--- src/rtl/sdm_pkg.sv ---
package sdm_pkg;

  typedef enum logic [1:0] {
    ST_IDLE = 2'd0,
    ST_WAIT = 2'd1,
    ST_XFER = 2'd2,
    ST_DONE = 2'd3
  } sdm_state_e;

  // index width for a count of n items, never zero
  function automatic int idx_w(input int n);
    return (n > 1) ? $clog2(n) : 1;
  endfunction

  // total ring length in bit positions
  function automatic int ring_len(input int seg_w, input int seg_n);
    return seg_w * seg_n;
  endfunction

endpackage

--- src/rtl/sdm_pos_counter.sv ---
module sdm_pos_counter
  import sdm_pkg::*;
#(
  parameter int SEG_W = 4,
  parameter int SEG_N = 4,
  localparam int BIT_IW = idx_w(SEG_W),
  localparam int SEG_IW = idx_w(SEG_N),
  localparam int POS_W  = idx_w(ring_len(SEG_W, SEG_N))
) (
  input  logic              clk,
  input  logic              rst,
  output logic [BIT_IW-1:0] bit_idx,
  output logic [SEG_IW-1:0] seg_idx,
  output logic [POS_W-1:0]  pos
);

  logic [BIT_IW-1:0] bit_q;
  logic [SEG_IW-1:0] seg_q;
  logic              bit_wrap;
  logic              seg_wrap;

  assign bit_wrap = (bit_q == BIT_IW'(SEG_W - 1));
  assign seg_wrap = (seg_q == SEG_IW'(SEG_N - 1));

  always_ff @(posedge clk) begin
    if (rst) begin
      bit_q <= '0;
      seg_q <= '0;
    end else if (bit_wrap) begin
      bit_q <= '0;
      seg_q <= seg_wrap ? '0 : seg_q + 1'b1;
    end else begin
      bit_q <= bit_q + 1'b1;
    end
  end

  assign bit_idx = bit_q;
  assign seg_idx = seg_q;
  assign pos     = POS_W'(seg_q) * POS_W'(SEG_W) + POS_W'(bit_q);

endmodule

--- src/rtl/sdm_ring.sv ---
module sdm_ring #(
  parameter int LOOP_LEN = 16
) (
  input  logic clk,
  input  logic rst,
  input  logic put_en,
  input  logic put_bit,
  output logic tap
);

  logic [LOOP_LEN-1:0] ring_q;
  logic                feed;

  // the bit leaving the access point re-enters the far end,
  // unless the current access substitutes a new value for it
  assign feed = put_en ? put_bit : ring_q[0];
  assign tap  = ring_q[0];

  generate
    if (LOOP_LEN > 1) begin : g_long
      always_ff @(posedge clk) begin
        if (rst) ring_q <= '0;
        else     ring_q <= {feed, ring_q[LOOP_LEN-1:1]};
      end
    end else begin : g_single
      always_ff @(posedge clk) begin
        if (rst) ring_q <= '0;
        else     ring_q <= feed;
      end
    end
  endgenerate

endmodule

--- src/rtl/sdm_ctrl.sv ---
module sdm_ctrl
  import sdm_pkg::*;
#(
  parameter int SEG_W = 4,
  parameter int SEG_N = 4,
  localparam int BIT_IW = idx_w(SEG_W),
  localparam int SEG_IW = idx_w(SEG_N)
) (
  input  logic              clk,
  input  logic              rst,
  input  logic              wr_req,
  input  logic [SEG_IW-1:0] wr_seg,
  input  logic [SEG_W-1:0]  wr_data,
  input  logic              rd_req,
  input  logic [SEG_IW-1:0] rd_seg,
  input  logic [BIT_IW-1:0] bit_idx,
  input  logic [SEG_IW-1:0] seg_idx,
  output logic              busy,
  output logic              wr_ack,
  output logic              strobe,
  output logic              last_bit,
  output logic              is_wr,
  output logic [SEG_IW-1:0] tgt_seg,
  output logic              put_en,
  output logic              put_bit,
  output logic              rd_start
);

  sdm_state_e        st_q;
  logic              op_wr_q;
  logic [SEG_IW-1:0] tgt_q;
  logic [SEG_W-1:0]  data_q;
  logic              at_base;

  // segment start is in phase with the access point
  assign at_base  = (seg_idx == tgt_q) && (bit_idx == '0);
  assign strobe   = ((st_q == ST_WAIT) && at_base) || (st_q == ST_XFER);
  assign last_bit = strobe && (bit_idx == BIT_IW'(SEG_W - 1));
  assign put_en   = strobe && op_wr_q;
  assign put_bit  = data_q[bit_idx];
  assign busy     = (st_q != ST_IDLE);
  assign wr_ack   = (st_q == ST_DONE) && op_wr_q;
  assign rd_start = (st_q == ST_IDLE) && !wr_req && rd_req;
  assign is_wr    = op_wr_q;
  assign tgt_seg  = tgt_q;

  always_ff @(posedge clk) begin
    if (rst) begin
      st_q    <= ST_IDLE;
      op_wr_q <= 1'b0;
      tgt_q   <= '0;
      data_q  <= '0;
    end else begin
      unique case (st_q)
        ST_IDLE: begin
          if (wr_req) begin
            op_wr_q <= 1'b1;
            tgt_q   <= wr_seg;
            data_q  <= wr_data;
            st_q    <= ST_WAIT;
          end else if (rd_req) begin
            op_wr_q <= 1'b0;
            tgt_q   <= rd_seg;
            st_q    <= ST_WAIT;
          end
        end
        ST_WAIT: begin
          if (last_bit)    st_q <= ST_DONE;
          else if (strobe) st_q <= ST_XFER;
        end
        ST_XFER: begin
          if (last_bit) st_q <= ST_DONE;
        end
        ST_DONE: st_q <= ST_IDLE;
        default: st_q <= ST_IDLE;
      endcase
    end
  end

endmodule

--- src/rtl/sdm_capture.sv ---
module sdm_capture
  import sdm_pkg::*;
#(
  parameter int SEG_W = 4,
  localparam int BIT_IW = idx_w(SEG_W)
) (
  input  logic              clk,
  input  logic              rst,
  input  logic              clr,
  input  logic              cap_en,
  input  logic              cap_last,
  input  logic [BIT_IW-1:0] bit_idx,
  input  logic              tap,
  output logic [SEG_W-1:0]  rd_data,
  output logic              rd_valid
);

  // one latch per word bit, each opened only when its own delayed
  // strobe coincides with the passing ring bit
  generate
    for (genvar i = 0; i < SEG_W; i++) begin : g_cell
      always_ff @(posedge clk) begin
        if (rst)                                   rd_data[i] <= 1'b0;
        else if (cap_en && bit_idx == BIT_IW'(i))  rd_data[i] <= tap;
      end
    end
  endgenerate

  always_ff @(posedge clk) begin
    if (rst)           rd_valid <= 1'b0;
    else if (clr)      rd_valid <= 1'b0;
    else if (cap_last) rd_valid <= 1'b1;
  end

endmodule

--- src/rtl/seg_delay_mem.sv ---
module seg_delay_mem
  import sdm_pkg::*;
#(
  parameter int SEG_W = 4,
  parameter int SEG_N = 4,
  localparam int SEG_IW = idx_w(SEG_N)
) (
  input  logic              clk,
  input  logic              rst,
  input  logic              wr_req,
  input  logic [SEG_IW-1:0] wr_seg,
  input  logic [SEG_W-1:0]  wr_data,
  output logic              wr_ack,
  input  logic              rd_req,
  input  logic [SEG_IW-1:0] rd_seg,
  output logic [SEG_W-1:0]  rd_data,
  output logic              rd_valid,
  output logic              busy
);

  localparam int LOOP_LEN = ring_len(SEG_W, SEG_N);
  localparam int BIT_IW   = idx_w(SEG_W);
  localparam int POS_W    = idx_w(LOOP_LEN);

  logic [BIT_IW-1:0] bit_idx;
  logic [SEG_IW-1:0] seg_idx;
  logic [POS_W-1:0]  pos;
  logic              tap;
  logic              put_en;
  logic              put_bit;
  logic              strobe;
  logic              last_bit;
  logic              is_wr;
  logic [SEG_IW-1:0] tgt_seg;
  logic              rd_start;
  logic              cap_en;
  logic              cap_last;

  assign cap_en   = strobe && !is_wr;
  assign cap_last = last_bit && !is_wr;

  sdm_pos_counter #(.SEG_W(SEG_W), .SEG_N(SEG_N)) u_pos (
    .clk     (clk),
    .rst     (rst),
    .bit_idx (bit_idx),
    .seg_idx (seg_idx),
    .pos     (pos)
  );

  sdm_ring #(.LOOP_LEN(LOOP_LEN)) u_ring (
    .clk     (clk),
    .rst     (rst),
    .put_en  (put_en),
    .put_bit (put_bit),
    .tap     (tap)
  );

  sdm_ctrl #(.SEG_W(SEG_W), .SEG_N(SEG_N)) u_ctrl (
    .clk      (clk),
    .rst      (rst),
    .wr_req   (wr_req),
    .wr_seg   (wr_seg),
    .wr_data  (wr_data),
    .rd_req   (rd_req),
    .rd_seg   (rd_seg),
    .bit_idx  (bit_idx),
    .seg_idx  (seg_idx),
    .busy     (busy),
    .wr_ack   (wr_ack),
    .strobe   (strobe),
    .last_bit (last_bit),
    .is_wr    (is_wr),
    .tgt_seg  (tgt_seg),
    .put_en   (put_en),
    .put_bit  (put_bit),
    .rd_start (rd_start)
  );

  sdm_capture #(.SEG_W(SEG_W)) u_cap (
    .clk      (clk),
    .rst      (rst),
    .clr      (rd_start),
    .cap_en   (cap_en),
    .cap_last (cap_last),
    .bit_idx  (bit_idx),
    .tap      (tap),
    .rd_data  (rd_data),
    .rd_valid (rd_valid)
  );

endmodule

--- config.mk ---
export PLATFORM = sky130hd
export DESIGN_NAME = seg_delay_mem
export DESIGN_NICKNAME = d
export VERILOG_FILES = /design/src/rtl/sdm_pkg.sv /design/src/rtl/sdm_pos_counter.sv /design/src/rtl/sdm_ring.sv /design/src/rtl/sdm_ctrl.sv /design/src/rtl/sdm_capture.sv /design/src/rtl/seg_delay_mem.sv
export SDC_FILE = /design/constraint.sdc
export NUM_CORES = 1
export LEC_CHECK = 0
export ABC_AREA = 1
export BUFFER_PORTS_ARGS = -buffer_cell sky130_fd_sc_hd__buf_2
export CORE_ASPECT_RATIO = 0.6
export CORE_UTILIZATION = 50
export CTS_CLUSTER_SIZE = 30
export DETAILED_ROUTE_END_ITERATION = 6
export GPL_ROUTABILITY_DRIVEN = 0
export PLACE_DENSITY = 0.8
export SETUP_SLACK_MARGIN = 0.5
export SLEW_MARGIN = 10
export SYNTH_ARGS = -nofsm -noshare
export SYNTH_HDL_FRONTEND = slang
export SYNTH_HIERARCHICAL = 1
export SYNTH_SLANG_ARGS = --single-unit
--- constraint.sdc ---
create_clock -name clk -period 1.2 [get_ports clk]
set_input_delay 0.12 -clock clk [delete_from_list [all_inputs] [get_ports clk]]
set_output_delay 0.12 -clock clk [all_outputs]
set_load 0.02 [all_outputs]
* After elaboration in Yosys (flattened, before gate mapping) *
Cells that the tools add are included.

word-level totals
  bits of input ports = 12
  word-level logic and storage cells = 65
  output and inout port bits = 7
  flip-flop bits (word level) = 34

cells by class
  $lt $le $gt $ge = 1
  add/sub/neg operators = 2
  eq/ne operators = 11
  reductions and logical operators = 25
  mux-type cells = 14

operator list
  operator                                            number
  two-way mux 2 bit                                   8
  logical AND 1 bit                                   13
  == test 2 bit, second input constant                5
  one-hot mux 2 bit (4 select lines)                  1
  inequality test 3 bit, second input constant        2
  adder 2 x 1 -> 2 bit, second input constant         2
  == test 2 x 1 -> 1 bit, second input constant       2
  zero test 2 bit                                     2
  two-way mux 1 bit                                   4
  AND reduction 2 bit                                 2
  nonzero test 2 bit                                  2
  OR reduction 2 bit                                  2
  < comparator 2 x 3 -> 1 bit, second input constant  1
  AND reduction 3 bit                                 1
  binary-select mux 1 bit (select 2 bit)              1
  == test 2 bit                                       1
  zero test 1 bit                                     2
  inequality test 2 bit, second input constant        1
  logical OR 1 bit                                    1

* Depth between registers and ports, before layout *
  depth after elaboration = 7
  mapped depth = 12
  depth with buffers taken out = 11

* Hierarchy *
The synthesis kept the hierarchy.

modules (own cells, without submodules)
  module           cells an instance  area an instance (um2)  sequential area each (um2)  times used
  sdm_ctrl         89                 579.3                   180.2                       1
  sdm_ring         54                 489.2                   320.3                       1
  sdm_capture      34                 216.5                   100.1                       1
  sdm_pos_counter  23                 195.2                   80.1                        1
  seg_delay_mem    4                  15.0                    0.0                         1

* Least setup slack after synthesis *
OpenSTA, ideal clock, no wires.

  path type = register to register
  from = register u_pos.seg_q[0] (netlist: u_pos/seg_idx[0])
  to = register u_cap.rd_data[3]
  setup slack = -0.121 ns
  library setup time = 0.113 ns
  cell stages (with the launch flop) = 12
  arrival time = 1.207 ns
  required time = 1.087 ns
  path buffers = 1
  period minus slack after synthesis = 1.321 ns
  cells stage by stage = dfxtp_1 buf_4 inv_1 nand2_1 nand2_1 nand4_1 nand2_1 inv_1 nor2_1 nand3_1 nor2_1 nor2_1

on the way
  cells in the longest elaborated chain, start to end = 6

ends and longest elaborated chain
  element                          line                   RTL
  from (decl)                      sdm_pos_counter.sv:18  logic [SEG_IW-1:0] seg_q;
  from (signal assigned)           sdm_pos_counter.sv:31  seg_q <= seg_wrap ? '0 : seg_q + 1'b1;
  == test 2 bit                    sdm_ctrl.sv:36         assign at_base = (seg_idx == tgt_q) && (bit_idx == '0);
  logical AND 1 bit                sdm_ctrl.sv:36
  logical AND 1 bit                sdm_ctrl.sv:37         assign strobe = ((st_q == ST_WAIT) && at_base) || (st_q == ST_XFER);
  logical OR 1 bit                 sdm_ctrl.sv:37
  named net strobe                 seg_delay_mem.sv:31    logic strobe;
  logical AND 1 bit                seg_delay_mem.sv:39    assign cap_en = strobe && !is_wr;
  named net cap_en                 seg_delay_mem.sv:36    logic cap_en;
  logical AND 1 bit                sdm_capture.sv:24      else if (cap_en && bit_idx == BIT_IW'(i)) rd_data[i] <= tap;
  to (signal, indexed assignment)  sdm_capture.sv:24
  to (decl)                        sdm_capture.sv:14      output logic [SEG_W-1:0] rd_data,

The timed path passes the listed nets, and every way through them passes these cells.
A chain may end at the register's enable or synchronous reset.

* Worst setup path in the final report *
  from = register u_ctrl.st_q[0]
  to = register u_ctrl.st_q[0]

on the way
  cells in the longest elaborated chain, start to end = 6
  elaborated cells on any way between the ends = 13
  classes of those cells = eq/ne (6); mux (2); reduce/logical (5)

ends and longest elaborated chain
  element                                                                    line                            RTL
  from (decl)                                                                sdm_ctrl.sv:29                  sdm_state_e st_q;
  from (signal assigned)                                                     sdm_ctrl.sv:49                  st_q <= ST_IDLE;
  from (signal assigned)                                                     sdm_ctrl.sv:60                  st_q <= ST_WAIT;
  from (signal assigned)                                                     sdm_ctrl.sv:64                  st_q <= ST_WAIT;
  == test 2 x 1 -> 1 bit                                                     sdm_ctrl.sv:37, sdm_ctrl.sv:54
  logical AND 1 bit                                                          sdm_ctrl.sv:37
  logical OR 1 bit                                                           sdm_ctrl.sv:37
  logical AND 1 bit                                                          sdm_ctrl.sv:38                  assign last_bit = strobe && (bit_idx == BIT_IW'(SEG_W - 1));
  two-way mux 2 bit, or another cell as far along                            sdm_ctrl.sv:68                  if (last_bit) st_q <= ST_DONE;
  one-hot mux 2 bit (4 select lines) or AND reduction 3 bit (tied branches)  -

Several ways; a longest one is shown, not always the timed one.

==> results.yml <==
routing:
  drc: 0
  avgViaCountPerCell: 4.88
  drt-initial-drc-count: 62
  vias: 1385
  ant_nets: 0
  first_pass_iters: 4
  finalWirelength_microns: 4120
  wl_per_cell_microns: 14.5
synth:
  synthCells: 202
  syn_avg_cell_area_sq_um: 7.33
  synth_warnings: 6
  syn_nets: 220
  syn_area_sq_um: 1480
run:
  drv_cap: 0
sta:
  slew_headroom_pct: 76.9
  worst-slew-pin-transition_ps: 347
  max_clock_freq_mhz: 708
  finalWorstSetupSlack_ps: -213
  finClkSkew_ps: 4.97
  setup_viol: 17
  holdWs_ps: 92.5
  rsz0062_at_grt: "true"
  drv_slew: 0
  finalCritPeriodShare_pct: 118
  period_minus_slack_ps: 1410
  tns_ps: -1870
  hold_viol_final: 0
min_path:
  min_path_cells: 3
  min_from: "wr_data[3]"
  hold_end: "u_ctrl/data_q[3]$_SDFFE_PP0P_"
  worstHoldPathType: "in -> reg"
worst_setup_path:
  cp_max_fo: 4
  r2r_start: "u_ctrl/st_q[0]$_SDFFE_PP0P_"
  rrSetupSlack_ps: -210
  startpoint: "u_ctrl/st_q[0]$_SDFFE_PP0P_"
  reg2reg_to: "u_ctrl/st_q[0]$_SDFFE_PP0P_"
  critPathKind: "reg -> reg"
  endpoint_kind: "flop"
  crit_required_ps: 1380
  critical_path.cell_chain: "inv_4 -> ha_4 -> inv_1 -> buf_4 -> nand3_2 -> a21oi_2 -> nor2_2"
  worst_setup_path_start_kind: "flop"
  slowest_delay_ps: 400
  rr_worst_depth: 7
  worstPathArrival_ps: 1590
  critical_path.slowest_cell: "dfxtp_4"
die:
  initial_core_util_pct: 56.0
  io-pin-count: 19
  die_h_microns: 44.1
  die-area_sq_um: 3190
  fp.dieW_microns: 72.2
  num_rows: 14
  core_area_sq_um: 2650
finish:
  antenna_cells: 0
  areaGrowthSynthToFinish_pct: 50.2
  layoutNonFillerInstCount: 284
  nets: 261
  fin_util_pct: 84.1
  layout-drive-gt1-share_pct: 51.2
placed_design:
  io_buffers: 18
  placedCellCount: 268
  dp_hpwl_microns: 1890
  dp_slack_ps: -151
grt:
  track_usage_pct: 22.8
  grt_pass1_wl_microns: 5350
  grt_max_degree: 16
  first_global_vias: 1208
  grt_overflow: 0
  grt_antenna_before_repair: 0
clocking:
  cts_tree: "done"
  htreeDepth: 2
  cts.sinks: 34
  clk_pin_slew_ps: 70
  clockBufferDepth: 2
  clock_latency_ps: 290
  clockRootBuffer: "clkbuf_8"
  cts_buffers: 5
  holdBufCountCts: 0
power_and_ir_drop:
  cellPowerDensity_nw_per_um2: 2000
  peakVddDrop_mv: 1.18
  p_leak_uw: 0.000953
status:
  status: "complete, but fails checks"
  violations: "setup timing"
[how the worst max path moves through the flow]
| stage | to | slack, ps | depth (start not counted) |
|---|---|---|---|
| 2_1_floorplan | u_cap/rd_data[1]$_SDFFE_PP0P_ | -20 | 11 |
| 3_3_place_gp | u_ctrl/st_q[0]$_SDFFE_PP0P_ | -120 | 8 |
| 3_5_place_dp | u_cap/rd_valid$_SDFFE_PP0P_ | -150 | 10 |
| 4_1_cts | u_cap/rd_data[3]$_SDFFE_PP0P_ | -140 | 9 |
| 5_1_grt | u_cap/rd_data[1]$_SDFFE_PP0P_ | -290 | 11 |
| 6_report | u_ctrl/st_q[0]$_SDFFE_PP0P_ | -210 | 7 |
[state kept, by name (all words and copies together) (netlist names)]
name	cells
u_cap/rd_data	4
u_cap/rd_valid	1
u_ctrl/data_q	4
u_ctrl/is_wr	1
u_ctrl/st_q	2
u_ctrl/tgt_seg	2
u_pos/bit_idx	2
u_pos/seg_idx	2
u_ring/ring_q	16
[layer usage]
metal  vias up  wire [microns]  GRT usage [%]
li1        685               -              -
met1       649            1800           29.8
met2        37            2020           35.7
met3        14             172           7.52
met4         0             126           8.24
met5         -               0              0
[layout make-up]
class	instances	area (sq um)
flip-flops and latches	34	706
multi-input cells	114	822
well taps	40	50.0
inverters	49	204
clock buffers	5	68.8
clock inverters	3	40.0
fillers	144	422
repair buffers	39	333
[metrics by stage]
stage / area, sq um / total power [uW]
finish: 2220 / 4450
CTS: 2020 / 3860
global route: 2220 / 4670
detailed placement: 1700 / 2440
floorplan: 1530 / 2070
global placement: 1700 / 2400
[power breakdown]
part | internal (uW) | total [uW] | switching, uW
combinational | 900 | 1970 | 1070
sequential | 1290 | 1450 | 161
clock | 611 | 1030 | 422
total | 2800 | 4450 | 1650
[repair_timing]
action / CTS / global route
setup endpoints to repair: 26 / 26
cloned: 0 / 0
gates resized for setup: 52 / 53
pin swaps: 9 / 15
setup buffers: 3 / 5
[cells in the final DEF, fill, tap and decap left out, types with 3 or more instances in the layout]
master and instances:
a21oi_1 3, a21oi_2 3, buf_2 11, buf_4 12, buf_6 14, clkbuf_8 5, dfxtp_1 22, dfxtp_2 8
dfxtp_4 4, ha_4 5, inv_1 33, inv_2 11, inv_4 3, nand2_1 19, nand2_2 7, nand3_2 5
nor2_1 33, nor2_2 9, nor2_4 5, o21ai_2 4
[critical path, delay by kind of cell, from the launching register on]
family / cells / cell delay [ps]
fa+ha+maj: 1 / 160
compound gates: 1 / 240
flops: 1 / 400
buf+inv: 3 / 250
simple gates: 2 / 260
Power figures use the tool's default switching activity.
